--- config.mk ---
export PLATFORM = sky130hd
export DESIGN_NAME = route_switch4
export DESIGN_NICKNAME = d
export VERILOG_FILES = /design/src/rtl/swb_pkg.sv /design/src/rtl/swb_cfg_chain.sv /design/src/rtl/swb_side_mux.sv /design/src/rtl/route_switch4.sv
export SDC_FILE = /design/constraint.sdc
export NUM_CORES = 1
export LEC_CHECK = 0
export ABC_AREA = 1
export ABC_CLOCK_PERIOD_IN_PS = 1100
export BUFFER_PORTS_ARGS = -buffer_cell sky130_fd_sc_hd__clkbuf_2
export CAP_MARGIN = 10
export CORE_MARGIN = 2
export CORE_UTILIZATION = 40
export CTS_CLUSTER_DIAMETER = 50
export CTS_CLUSTER_SIZE = 8
export DETAILED_ROUTE_END_ITERATION = 10
export HOLD_SLACK_MARGIN = 0.06
export PLACE_DENSITY = 0.64
export SKIP_LAST_GASP = 1
export SLEW_MARGIN = 15
export SYNTH_ARGS = -nofsm -noshare
export SYNTH_HDL_FRONTEND = slang
export SYNTH_SLANG_ARGS = --single-unit
--- constraint.sdc ---
create_clock -name clk_scan -period 1.1 [get_ports clk_scan]
set_clock_uncertainty 0.1 [all_clocks]
set_input_delay 0.22 -clock clk_scan [delete_from_list [all_inputs] [get_ports clk_scan]]
set_output_delay 0.22 -clock clk_scan [all_outputs]
set_load 0.1 [all_outputs]
--- src/rtl/swb_pkg.sv ---
`timescale 1ns/1ps
package swb_pkg;

  typedef enum logic [1:0] {SIDE_W, SIDE_E, SIDE_N, SIDE_S} side_e;

  // Track permutations, packed as 2-bit tap indices for bits 3..0.
  localparam logic [7:0] PERM_I = 8'hE4; // 0,1,2,3
  localparam logic [7:0] PERM_A = 8'hC6; // 2,1,0,3
  localparam logic [7:0] PERM_B = 8'h39; // 1,2,3,0
  localparam logic [7:0] PERM_C = 8'h93; // 3,0,1,2

  function automatic logic [7:0] perm_code(side_e side, int unsigned choice);
    logic [7:0] c;
    c = PERM_I;
    case (side)
      SIDE_W: c = (choice == 0) ? PERM_A : (choice == 1) ? PERM_B : PERM_I;
      SIDE_E: c = (choice == 0) ? PERM_C : (choice == 1) ? PERM_A : PERM_I;
      SIDE_N: c = (choice == 0) ? PERM_I : (choice == 1) ? PERM_A : PERM_C;
      SIDE_S: c = (choice == 0) ? PERM_I : (choice == 1) ? PERM_B : PERM_A;
      default: c = PERM_I;
    endcase
    return c;
  endfunction

  // Source track index for output bit b of a side under a given choice.
  function automatic int unsigned tap(side_e side, int unsigned choice, int unsigned b);
    logic [7:0] c;
    c = perm_code(side, choice);
    return int'(c[2*b +: 2]);
  endfunction

endpackage

--- src/rtl/swb_cfg_chain.sv ---
`timescale 1ns/1ps
module swb_cfg_chain #(
  parameter int LEN = 32
) (
  input  logic           clk,
  input  logic           rst,
  input  logic           en,
  input  logic           din,
  output logic [LEN-1:0] q,
  output logic           dout
);

  always_ff @(posedge clk or posedge rst) begin
    if (rst)
      q <= '0;
    else if (en)
      q <= {q[LEN-2:0], din};
  end

  assign dout = q[LEN-1];

  // new bit enters at the bottom, the rest move up one place
  a_r1_shift: assert property (@(posedge clk) disable iff (rst)
    en |=> (q[0] == $past(din)) && (q[LEN-1:1] == $past(q[LEN-2:0])));

  // no enable, no change
  a_r2_hold: assert property (@(posedge clk) disable iff (rst)
    !en |=> $stable(q));

  // after a reset cycle the chain is empty
  a_r3_clear: assert property (@(posedge clk)
    $past(rst) |-> (q == '0));

endmodule

--- src/rtl/swb_side_mux.sv ---
`timescale 1ns/1ps
module swb_side_mux
  import swb_pkg::*;
#(
  parameter side_e SIDE  = SIDE_W,
  parameter int    CH_W  = 4,
  parameter int    SEL_W = 2
) (
  input  logic [CH_W-1:0]       src0,
  input  logic [CH_W-1:0]       src1,
  input  logic [CH_W-1:0]       src2,
  input  logic                  lb,
  input  logic [CH_W*SEL_W-1:0] sel,
  output logic [CH_W-1:0]       dout
);

  for (genvar g = 0; g < CH_W; g++) begin : g_bit
    localparam int unsigned T0 = tap(SIDE, 0, g);
    localparam int unsigned T1 = tap(SIDE, 1, g);
    localparam int unsigned T2 = tap(SIDE, 2, g);

    logic [SEL_W-1:0] s;
    logic             extra;
    logic             o;

    assign s = sel[g*SEL_W +: SEL_W];

    if (g == CH_W-1) begin : g_lb
      assign extra = lb;
    end else begin : g_zero
      assign extra = 1'b0;
    end

    always_comb begin
      case (s)
        SEL_W'(0): o = src0[T0];
        SEL_W'(1): o = src1[T1];
        SEL_W'(2): o = src2[T2];
        default:   o = extra;
      endcase
    end

    assign dout[g] = o;
  end

endmodule

--- src/rtl/route_switch4.sv ---
`timescale 1ns/1ps
module route_switch4
  import swb_pkg::*;
#(
  parameter int CH_W  = 4,
  parameter int SEL_W = 2
) (
  input  logic            clk_scan,
  input  logic            rst,
  input  logic            cfg_en,
  input  logic            cfg_din,
  output logic            cfg_dout,
  input  logic [CH_W-1:0] west_in,
  input  logic [CH_W-1:0] east_in,
  input  logic [CH_W-1:0] north_in,
  input  logic [CH_W-1:0] south_in,
  input  logic            west_lb,
  input  logic            east_lb,
  output logic [CH_W-1:0] west_out,
  output logic [CH_W-1:0] east_out,
  output logic [CH_W-1:0] north_out,
  output logic [CH_W-1:0] south_out
);

  localparam int N_OUT     = 4 * CH_W;
  localparam int SIDE_BITS = CH_W * SEL_W;
  localparam int CHAIN_LEN = N_OUT * SEL_W;

  logic [CHAIN_LEN-1:0] sel_chain;
  logic [N_OUT-1:0]     all_out;

  swb_cfg_chain #(.LEN(CHAIN_LEN)) u_chain (
    .clk (clk_scan),
    .rst (rst),
    .en  (cfg_en),
    .din (cfg_din),
    .q   (sel_chain),
    .dout(cfg_dout)
  );

  swb_side_mux #(.SIDE(SIDE_W), .CH_W(CH_W), .SEL_W(SEL_W)) u_west (
    .src0(south_in), .src1(north_in), .src2(east_in), .lb(west_lb),
    .sel (sel_chain[0*SIDE_BITS +: SIDE_BITS]), .dout(west_out)
  );

  swb_side_mux #(.SIDE(SIDE_E), .CH_W(CH_W), .SEL_W(SEL_W)) u_east (
    .src0(south_in), .src1(north_in), .src2(west_in), .lb(east_lb),
    .sel (sel_chain[1*SIDE_BITS +: SIDE_BITS]), .dout(east_out)
  );

  swb_side_mux #(.SIDE(SIDE_N), .CH_W(CH_W), .SEL_W(SEL_W)) u_north (
    .src0(south_in), .src1(east_in), .src2(west_in), .lb(1'b0),
    .sel (sel_chain[2*SIDE_BITS +: SIDE_BITS]), .dout(north_out)
  );

  swb_side_mux #(.SIDE(SIDE_S), .CH_W(CH_W), .SEL_W(SEL_W)) u_south (
    .src0(north_in), .src1(east_in), .src2(west_in), .lb(1'b0),
    .sel (sel_chain[3*SIDE_BITS +: SIDE_BITS]), .dout(south_out)
  );

  assign all_out = {south_out, north_out, east_out, west_out};

  // the serial output carries the stage just below the top after a shift
  a_r10_tail: assert property (@(posedge clk_scan) disable iff (rst)
    cfg_en |=> (cfg_dout == $past(sel_chain[CHAIN_LEN-2])));

  for (genvar k = 0; k < N_OUT; k++) begin : g_chk
    logic [SEL_W-1:0] fld;
    assign fld = sel_chain[k*SEL_W +: SEL_W];

    if (k == CH_W-1) begin : g_wlb
      // west top bit takes its logic-block input on selector 3
      a_r9_west_lb: assert property (@(posedge clk_scan) disable iff (rst)
        (fld == SEL_W'(3)) |-> (all_out[k] == west_lb));
    end else if (k == 2*CH_W-1) begin : g_elb
      // east top bit takes its logic-block input on selector 3
      a_r9_east_lb: assert property (@(posedge clk_scan) disable iff (rst)
        (fld == SEL_W'(3)) |-> (all_out[k] == east_lb));
    end else begin : g_idle
      // unused selector value parks the output at 0
      a_r8_idle_zero: assert property (@(posedge clk_scan) disable iff (rst)
        (fld == SEL_W'(3)) |-> (all_out[k] == 1'b0));
    end

    if (k < CH_W) begin : g_wpass
      // west choice 2 passes the same-index east track straight across
      a_r4_west_pass: assert property (@(posedge clk_scan) disable iff (rst)
        (fld == SEL_W'(2)) |-> (all_out[k] == east_in[k]));
    end
  end

endmodule

# After elaboration in Yosys (flattened, before gate mapping)
# Cells that the tools add are included.
# totals
wordCells	65
out_inout_bits	17
in_bits	22
reg_bits	32
# classes
eq_ne	32
n_reduce_logical	16
mux	16
# op_table
op	n
1-bit one-hot mux with 3 select lines	16
2-bit by 1-bit equality test with 1-bit output, second input constant	16
2-bit equality test, second input constant	16
2-bit logical NOT	16

# Logic depth before layout (Yosys ltp)
# Gate-level depths: netlist of the first run.
# depth
ltp_word	2
depth_mapped	5
mapped_depth_nobuf	4

# Cells and area by module
# Synthesis of the first run repeated with hierarchy kept, for this count alone.
# unflattened
hier_cells	279
area_unflattened_um2	1968.1
# modules_own_cells
mod	cells_per_inst	instances	seq_area_each_um2	area_per_inst_um2
swb_cfg_chain	138	1	800.8	1308.8
swb_side_mux	35	4	0.0	163.9
route_switch4	1	1	0.0	3.8

# Worst setup path before layout of the first run
# No wires, ideal clock.
# synth_path
path_type	register -> output
from	reg u_chain.q[31]
to	out south_out[3]
path_stages_with_launch	5
t_required_ns	0.780
n_path_buf	1
t_arrival_ns	1.516
path_slack_ns	-0.736
cell_sequence	dfrtp_1 > inv_1 > nand3_1 > nand3_1 > buf_4
# synth_via
elab_chain_len	2
elab_cells_between_ends	4
classes_between	2 x eq/ne; 1 x mux; 1 x reduce/logical
# synth_rtl
element	line_no	text
start, declared	swb_cfg_chain.sv:9	output logic [LEN-1:0] q,
start signal, assigned	swb_cfg_chain.sv:17	q <= {q[LEN-2:0], din};
2-bit equality test, or another cell as far along	swb_side_mux.sv:35	case (s)
1-bit one-hot mux with 3 select lines (*)	swb_side_mux.sv:35	
end, declared	route_switch4.sv:22	output logic [CH_W-1:0] south_out
# Mark *: on every way between the ends. The rest lies on a longest branch, timed or not.

# Worst setup path after layout of the first run
# Ends and elaborated chain as after synthesis.

==> results.py, run 1 <==
metrics = {
    "clocking": {
        "path_clk_slew_ns": 0.07,
        "clock_path_buffers": 2,
        "cts_root_buf": "clkbuf_8",
        "clock_latency_ns": 0.29,
        "cts_sinks": 32,
        "cts_buffers": 5,
        "cts_tree": "built",
        "htreeDepth": 2,
    },
    "timing": {
        "final.setup.worst_slack_ns": -0.416,
        "fmax_ghz": 0.660,
        "period_share": 1.38,
        "rsz0062_at_grt": "yes",
        "drv_slew": 0,
        "tightest_slew_ns": 0.189,
        "finalHoldViolations": 0,
        "maxSlewHeadroom": 0.874,
        "setup_viol": 19,
        "timing.hold.ws_ns": 0.284,
        "final.min_clock_period_ns": 1.52,
    },
    "pwr": {
        "comb_power_share": 0.539,
        "peakVddDrop_mv": 0.904,
        "p_sw_mw": 2.56,
        "clkPwrFrac": 0.205,
        "powerDensity_mw_per_mm2": 1950,
        "p_sw_frac": 0.420,
        "leakage_nw": 1.58,
        "intPower_mw": 3.55,
        "seqPwrFrac": 0.256,
        "totalPowerFinal_mw": 6.11,
    },
    "synth": {
        "syn_nets": 252,
        "syn_avg_cell_area_um2": 8.20,
        "yosysTopAreaCellShare": 0.425,
        "ys_ff_latch": 32,
        "yosysMostFrequentCell": "nand3_1",
        "netlist_instances": 230,
        "yosys_warnings": 0,
        "synthFlopType": "dfrtp_1",
        "synthArstFlopShare": 1.00,
        "synth.distinct_cells": 9,
        "synth.largest_area_cell": "dfrtp_1",
        "synthTopCellsByArea": "dfrtp_1, nand3_1, o21ai_2",
        "yosysSeqAreaShare": 0.425,
        "synth-edff-count": 0,
        "synth_commonest_cells": "nand3_1, nand2_1, inv_1",
        "syn_area_mm2": 0.00189,
    },
    "placed_design": {
        "portBuffers": 38,
        "placed_cell_area_mm2": 0.00262,
        "gp_congestion": 0.766,
        "place_hpwl_um": 3190,
        "dp_slack_ns": -0.112,
    },
    "grt": {
        "track_usage": 0.195,
        "overflow": 0,
        "grt_pass1_wl_um": 7890,
        "grt_antenna_before_repair": 0,
        "grt_max_degree": 36,
        "grt_pass1_vias": 1781,
    },
    "layout": {
        "syn_to_final_growth_pct": 66.0,
        "finalNetCount": 350,
        "drive_gt1_frac": 0.666,
        "final_area_mm2": 0.00313,
        "num_antenna_cells": 0,
        "max_flop_register": "u_chain.q",
        "largestRegisters": "u_chain.q (32)",
        "largest_reg_flops": 32,
    },
    "floorplanning": {
        "die-area_mm2": 0.00528,
        "core-area_mm2": 0.00444,
        "pin_count": 39,
        "die_w_um": 72.7,
        "die_h_um": 72.7,
        "start_util": 0.424,
        "rows": 24,
    },
    "detailed_routing": {
        "drcViolationCount": 0,
        "ant_nets": 0,
        "drtIter0Drc": 96,
        "vias": 1880,
        "detail_route.first_pass.iterations": 4,
        "wire_per_inst_um": 13.2,
        "drt-total-wl_um": 5040,
        "vias_per_cell": 4.93,
    },
    "run": {
        "drv_cap": 0,
    },
    "setup_path": {
        "crit_required_ns": 0.78,
        "crit_path_end_kind": "primary output",
        "cp_data_arrival_time_ns": 1.20,
        "startpoint_type": "flop",
        "path_max_fanout": 3,
        "path_class": "flop to primary output",
    },
    "hold_path": {
        "hold_class": "input pin to flop",
    },
    "outcome": {
        "violations": "negative setup slack",
        "status": "complete, but fails checks",
    },
}
## power groups by stage
stage | clock network (mW) | registers (mW) | logic, mW
CTS | 1.27 | 1.54 | 3.15
floorplan | 0 | 1.57 | 2.37
detailed placement | 0 | 1.56 | 2.93
finish | 1.25 | 1.57 | 3.29
global placement | 0 | 1.55 | 2.90
global route | 1.31 | 1.59 | 3.46
## placed cells by master (no fill, tap or decap)
cell	Yosys	final
nand3_2	0	37
inv_1	41	12
o21ai_2	28	28
clkbuf_8	0	7
dfrtp_1	32	31
nand3_1	60	23
dlygate4sd3_1	0	2
buf_12	1	20
bufinv_16	0	1
nand2_1	42	38
clkbuf_2	0	21
inv_4	0	1
nand2_2	0	4
buf_4	16	71
dfrtp_4	0	1
o21ai_0	4	4
inv_2	0	28
## stage by stage
stage                     instances  utilization  TNS (ns)
after detailed placement        338        0.590    -0.799
after global routing            381        0.704     -7.33
final                           381        0.704     -6.26
after CTS                       370        0.665     -6.17
after global placement          338        0.590    -0.644
after floorplan                 230            -    -0.377
## worst max-delay path, stage by stage, from the launching register on
cell     delay, ns
dfrtp_4       0.50
inv_4         0.07
nand3_2       0.06
nand3_2       0.09
buf_12        0.17
## what timing repair did
action | 4_1_cts | 5_1_grt
endpoints found under the hold margin | 33 | 0
endpoints found under the setup margin | 17 | 17
pin swaps | 10 | 16
hold buffers | 2 | 0
setup buffers | 22 | 11
resized for setup | 9 | 19
## cells by family (layout without fill, tap and decap cells)
logic type,Yosys count,in the layout,synth area share
flops,32,32,0.425
compound gates,32,32,0.141
simple gates,102,102,0.243
buf+inv,64,163,0.192
## routing by layer
layer	global-route usage	up-vias	share of wire
li1	-	934	-
met1	0.242	882	0.43
met2	0.314	45	0.51
met3	0.0663	19	0.040
met4	0.0741	0	0.029
met5	0	-	0
## final cells by class
class	instances	area, µm²
tap	52	65.1
timing repair buffer	114	1060
clock inverter	1	30.0
sequential	32	805
inverter	41	156
clock buffer	7	96.3
multi-input combinational	134	918
fill	339	1320
## path summary, 6_finish.rpt
path	from	end	slack, ns	cells after the start
setup reg to reg	u_chain.q[8]	u_chain.q[8]	0	5
hold / removal	cfg_en	u_chain.q[5]	0.28	3
hold reg to reg	u_chain.q[30]	u_chain.q[31]	0.44	2
setup / recovery	u_chain.q[31]	south_out[3]	-0.42	4
min in group asynchronous	rst	u_chain.q[23]	0.40	4
max in group asynchronous	rst	u_chain.q[31]	0.31	4
Power figures use the tool's default switching activity.
==> run 2, diff against run 1 <==
- ABC_AREA: 1 -> unset
- CAP_MARGIN: 10 -> 20
==> run 2 against run 1 <==
Effect of this change:
- the run still ends with negative setup slack left
- setup slack worse by 0.18 ns
- sequential share of layout area is 3.8 points higher
- non-clock buffer count decreased by 28
- largest power group unchanged
==> results.py, run 2 <==
metrics = {
    "outcome": {
        "status": "complete, but fails checks",
        "violations": "negative setup slack",
    },
    "setup_path": {
        "slowest_delay_ns": 0.54,
        "path_class": "flop to primary output",
        "cp_data_arrival_time_ns": 1.37,
        "cpMaxStageDelayCell": "mux4_2",
        "startpoint_type": "flop",
        "cp_cell_sequence": "mux4_2, buf_12",
        "r2r_cells": 3,
        "crit_required_ns": 0.78,
        "crit_path_end_kind": "primary output",
        "path_max_fanout": 2,
    },
    "clocking": {
        "cts_root_buf": "clkbuf_8",
        "htreeDepth": 2,
        "cts_buffers": 5,
        "path_clk_slew_ns": 0.06,
        "cts_sinks": 32,
        "clock_path_buffers": 2,
        "cts_tree": "built",
        "clock_latency_ns": 0.28,
    },
    "placed_design": {
        "gp_congestion": 0.835,
        "portBuffers": 38,
        "place_hpwl_um": 3060,
    },
    "grt": {
        "grt_pass1_vias": 1391,
        "grt_antenna_before_repair": 0,
        "grt_max_degree": 18,
        "track_usage": 0.177,
        "overflow": 0,
        "grt_pass1_wl_um": 6780,
    },
    "timing": {
        "final.min_clock_period_ns": 1.69,
        "finalHoldViolations": 0,
        "fmax_ghz": 0.591,
        "tns_ns": -7.75,
        "rsz0062_at_grt": "yes",
        "maxSlewHeadroom": 0.831,
        "tightest_slew_ns": 0.252,
        "drv_slew": 0,
        "period_share": 1.54,
        "final.setup.worst_slack_ns": -0.593,
        "setup_viol": 23,
    },
    "detailed_routing": {
        "drtIter0Drc": 33,
        "vias_per_cell": 4.92,
        "drcViolationCount": 0,
        "vias": 1255,
        "detail_route.first_pass.iterations": 4,
        "ant_nets": 0,
        "wire_per_inst_um": 16.0,
        "drt-total-wl_um": 4080,
    },
    "layout": {
        "largestRegisters": "u_chain.q (32)",
        "final_util": 0.621,
        "largest_reg_flops": 32,
        "syn_to_final_growth_pct": 49.5,
        "finalNetCount": 224,
        "drive_gt1_frac": 0.695,
        "num_antenna_cells": 0,
        "fill_cells": 336,
        "layout_common_cells": "buf_4, mux2_4, dfrtp_1",
        "max_flop_register": "u_chain.q",
        "final_common_cell": "buf_4",
    },
    "floorplanning": {
        "pin_count": 39,
        "start_util": 0.416,
        "core-area_mm2": 0.00438,
        "die_h_um": 71.5,
        "die-area_mm2": 0.00511,
        "rows": 24,
        "die_w_um": 71.5,
    },
    "synth": {
        "yosysMostFrequentCell": "dfrtp_1",
        "ys_ff_latch": 32,
        "syn_nets": 151,
        "yosysTopAreaCellShare": 0.440,
        "synthFlopType": "dfrtp_1",
        "synth.largest_area_cell": "dfrtp_1",
        "syn_avg_cell_area_um2": 14.1,
        "synth_commonest_cells": "dfrtp_1, mux2_4, buf_4",
        "synthArstFlopShare": 1.00,
        "yosysSeqAreaShare": 0.440,
        "yosys_warnings": 0,
        "netlist_instances": 129,
        "synthTopCellsByArea": "dfrtp_1, mux2_4, mux2i_1",
        "synth-edff-count": 0,
        "synth.distinct_cells": 13,
        "syn_area_mm2": 0.00182,
    },
    "hold_path": {
        "hold_path_depth": 2,
        "hold_class": "input pin to flop",
    },
    "pwr": {
        "peakVddDrop_mv": 2.28,
        "comb_power_share": 0.654,
        "intPower_mw": 4.85,
        "p_sw_mw": 3.86,
        "powerDensity_mw_per_mm2": 3200,
        "leakage_nw": 1.34,
        "p_sw_frac": 0.443,
        "seqPwrFrac": 0.243,
        "clkPwrFrac": 0.103,
    },
    "run": {
        "drv_cap": 0,
    },
}
==> run 2: cell count changes in the layout (fill, tap and decap cells not counted), sizes merged, moves of 2 or more <==
cell,before,now
nand3b,0,8
nand3,60,0
mux2i,0,14
nand2,42,6
o21ai,32,8
mux2,0,32
mux4,0,2
inv,41,0
buf,91,64
o22ai,0,6
==> run 2: routing by layer <==
layer | GRT usage | part of all wire | vias to the layer above
met1 | 0.216 | 0.43 | 615
li1 | - | - | 597
met5 | 0 | 0 | -
met4 | 0.0629 | 0.015 | 0
met2 | 0.294 | 0.49 | 37
met3 | 0.0591 | 0.062 | 6
==> run 2: cell families (layout without fill, tap and decap cells) <==
logic type / Yosys count / count (layout) / synth area share
AOI/OAI and AO/OA: 14 / 14 / 0.0426
buffers and inverters: 21 / 95 / 0.107
muxes: 48 / 48 / 0.365
DFF: 32 / 32 / 0.440
and+or+nand+nor: 14 / 14 / 0.0453
==> run 2: worst paths after layout <==
kind / startpoint / to / slack (ns)
min: cfg_din / u_chain.q[0] / 0.07
max reg2reg: u_chain.q[5] / u_chain.q[5] / -0.03
max in group asynchronous: rst / u_chain.q[9] / 0.24
min in group asynchronous: rst / u_chain.q[14] / 0.32
min reg2reg: u_chain.q[22] / u_chain.q[23] / 0.51
max: u_chain.q[6] / west_out[3] / -0.59
==> run 2: repair_timing <==
item                                    in CTS  in global routing
endpoints found under the hold margin        8                  0
hold buffers                                 1                  0
gates resized for setup                     14                 11
gates cloned                                 0                  0
endpoints found under the setup margin      17                 30
setup buffers                                6                  4
pin swaps                                    1                  1
==> run 2: worst max-delay path: cells and delay by family (launching register included) <==
family,cells,cell delay [ns]
buffers and inverters,1,0.19
DFF,1,0.37
muxes,1,0.54
==> run 2: cell type report <==
type / instances / area (µm²) / share of cell area
Tap cell: 52 / 65.1 / 0.0239
Sequential cell: 32 / 805 / 0.295
Clock buffer: 8 / 90.1 / 0.0331
Multi-Input combinational cell: 76 / 890 / 0.327
Timing Repair Buffer: 86 / 867 / 0.318
Inverter: 1 / 7.51 / 0.00276
==> run 2: power groups by stage <==
| stage | logic (mW) | registers (mW) | clock network (mW) |
|---|---|---|---|
| final | 5.70 | 2.12 | 0.901 |
| after global routing | 5.91 | 2.19 | 1.01 |
| after CTS | 5.66 | 2.10 | 0.946 |
| after detailed placement | 5.37 | 2.10 | 0 |
| after global placement | 5.30 | 2.06 | 0 |
| after floorplan | 3.89 | 2.06 | 0 |
==> run 2: through the flow <==
stage	instances	instance area (µm²)	power (mW)	setup slack (ns)	hold slack [ns]
after floorplan	129	1900	5.95	-0.372	0.236
after global placement	240	2470	7.36	-0.294	0.130
after detailed placement	240	2470	7.47	-0.298	0.128
after CTS	255	2680	8.70	-0.616	0.0615
after global routing	255	2720	9.10	-0.650	0.0616
final	255	2720	8.72	-0.593	0.0715
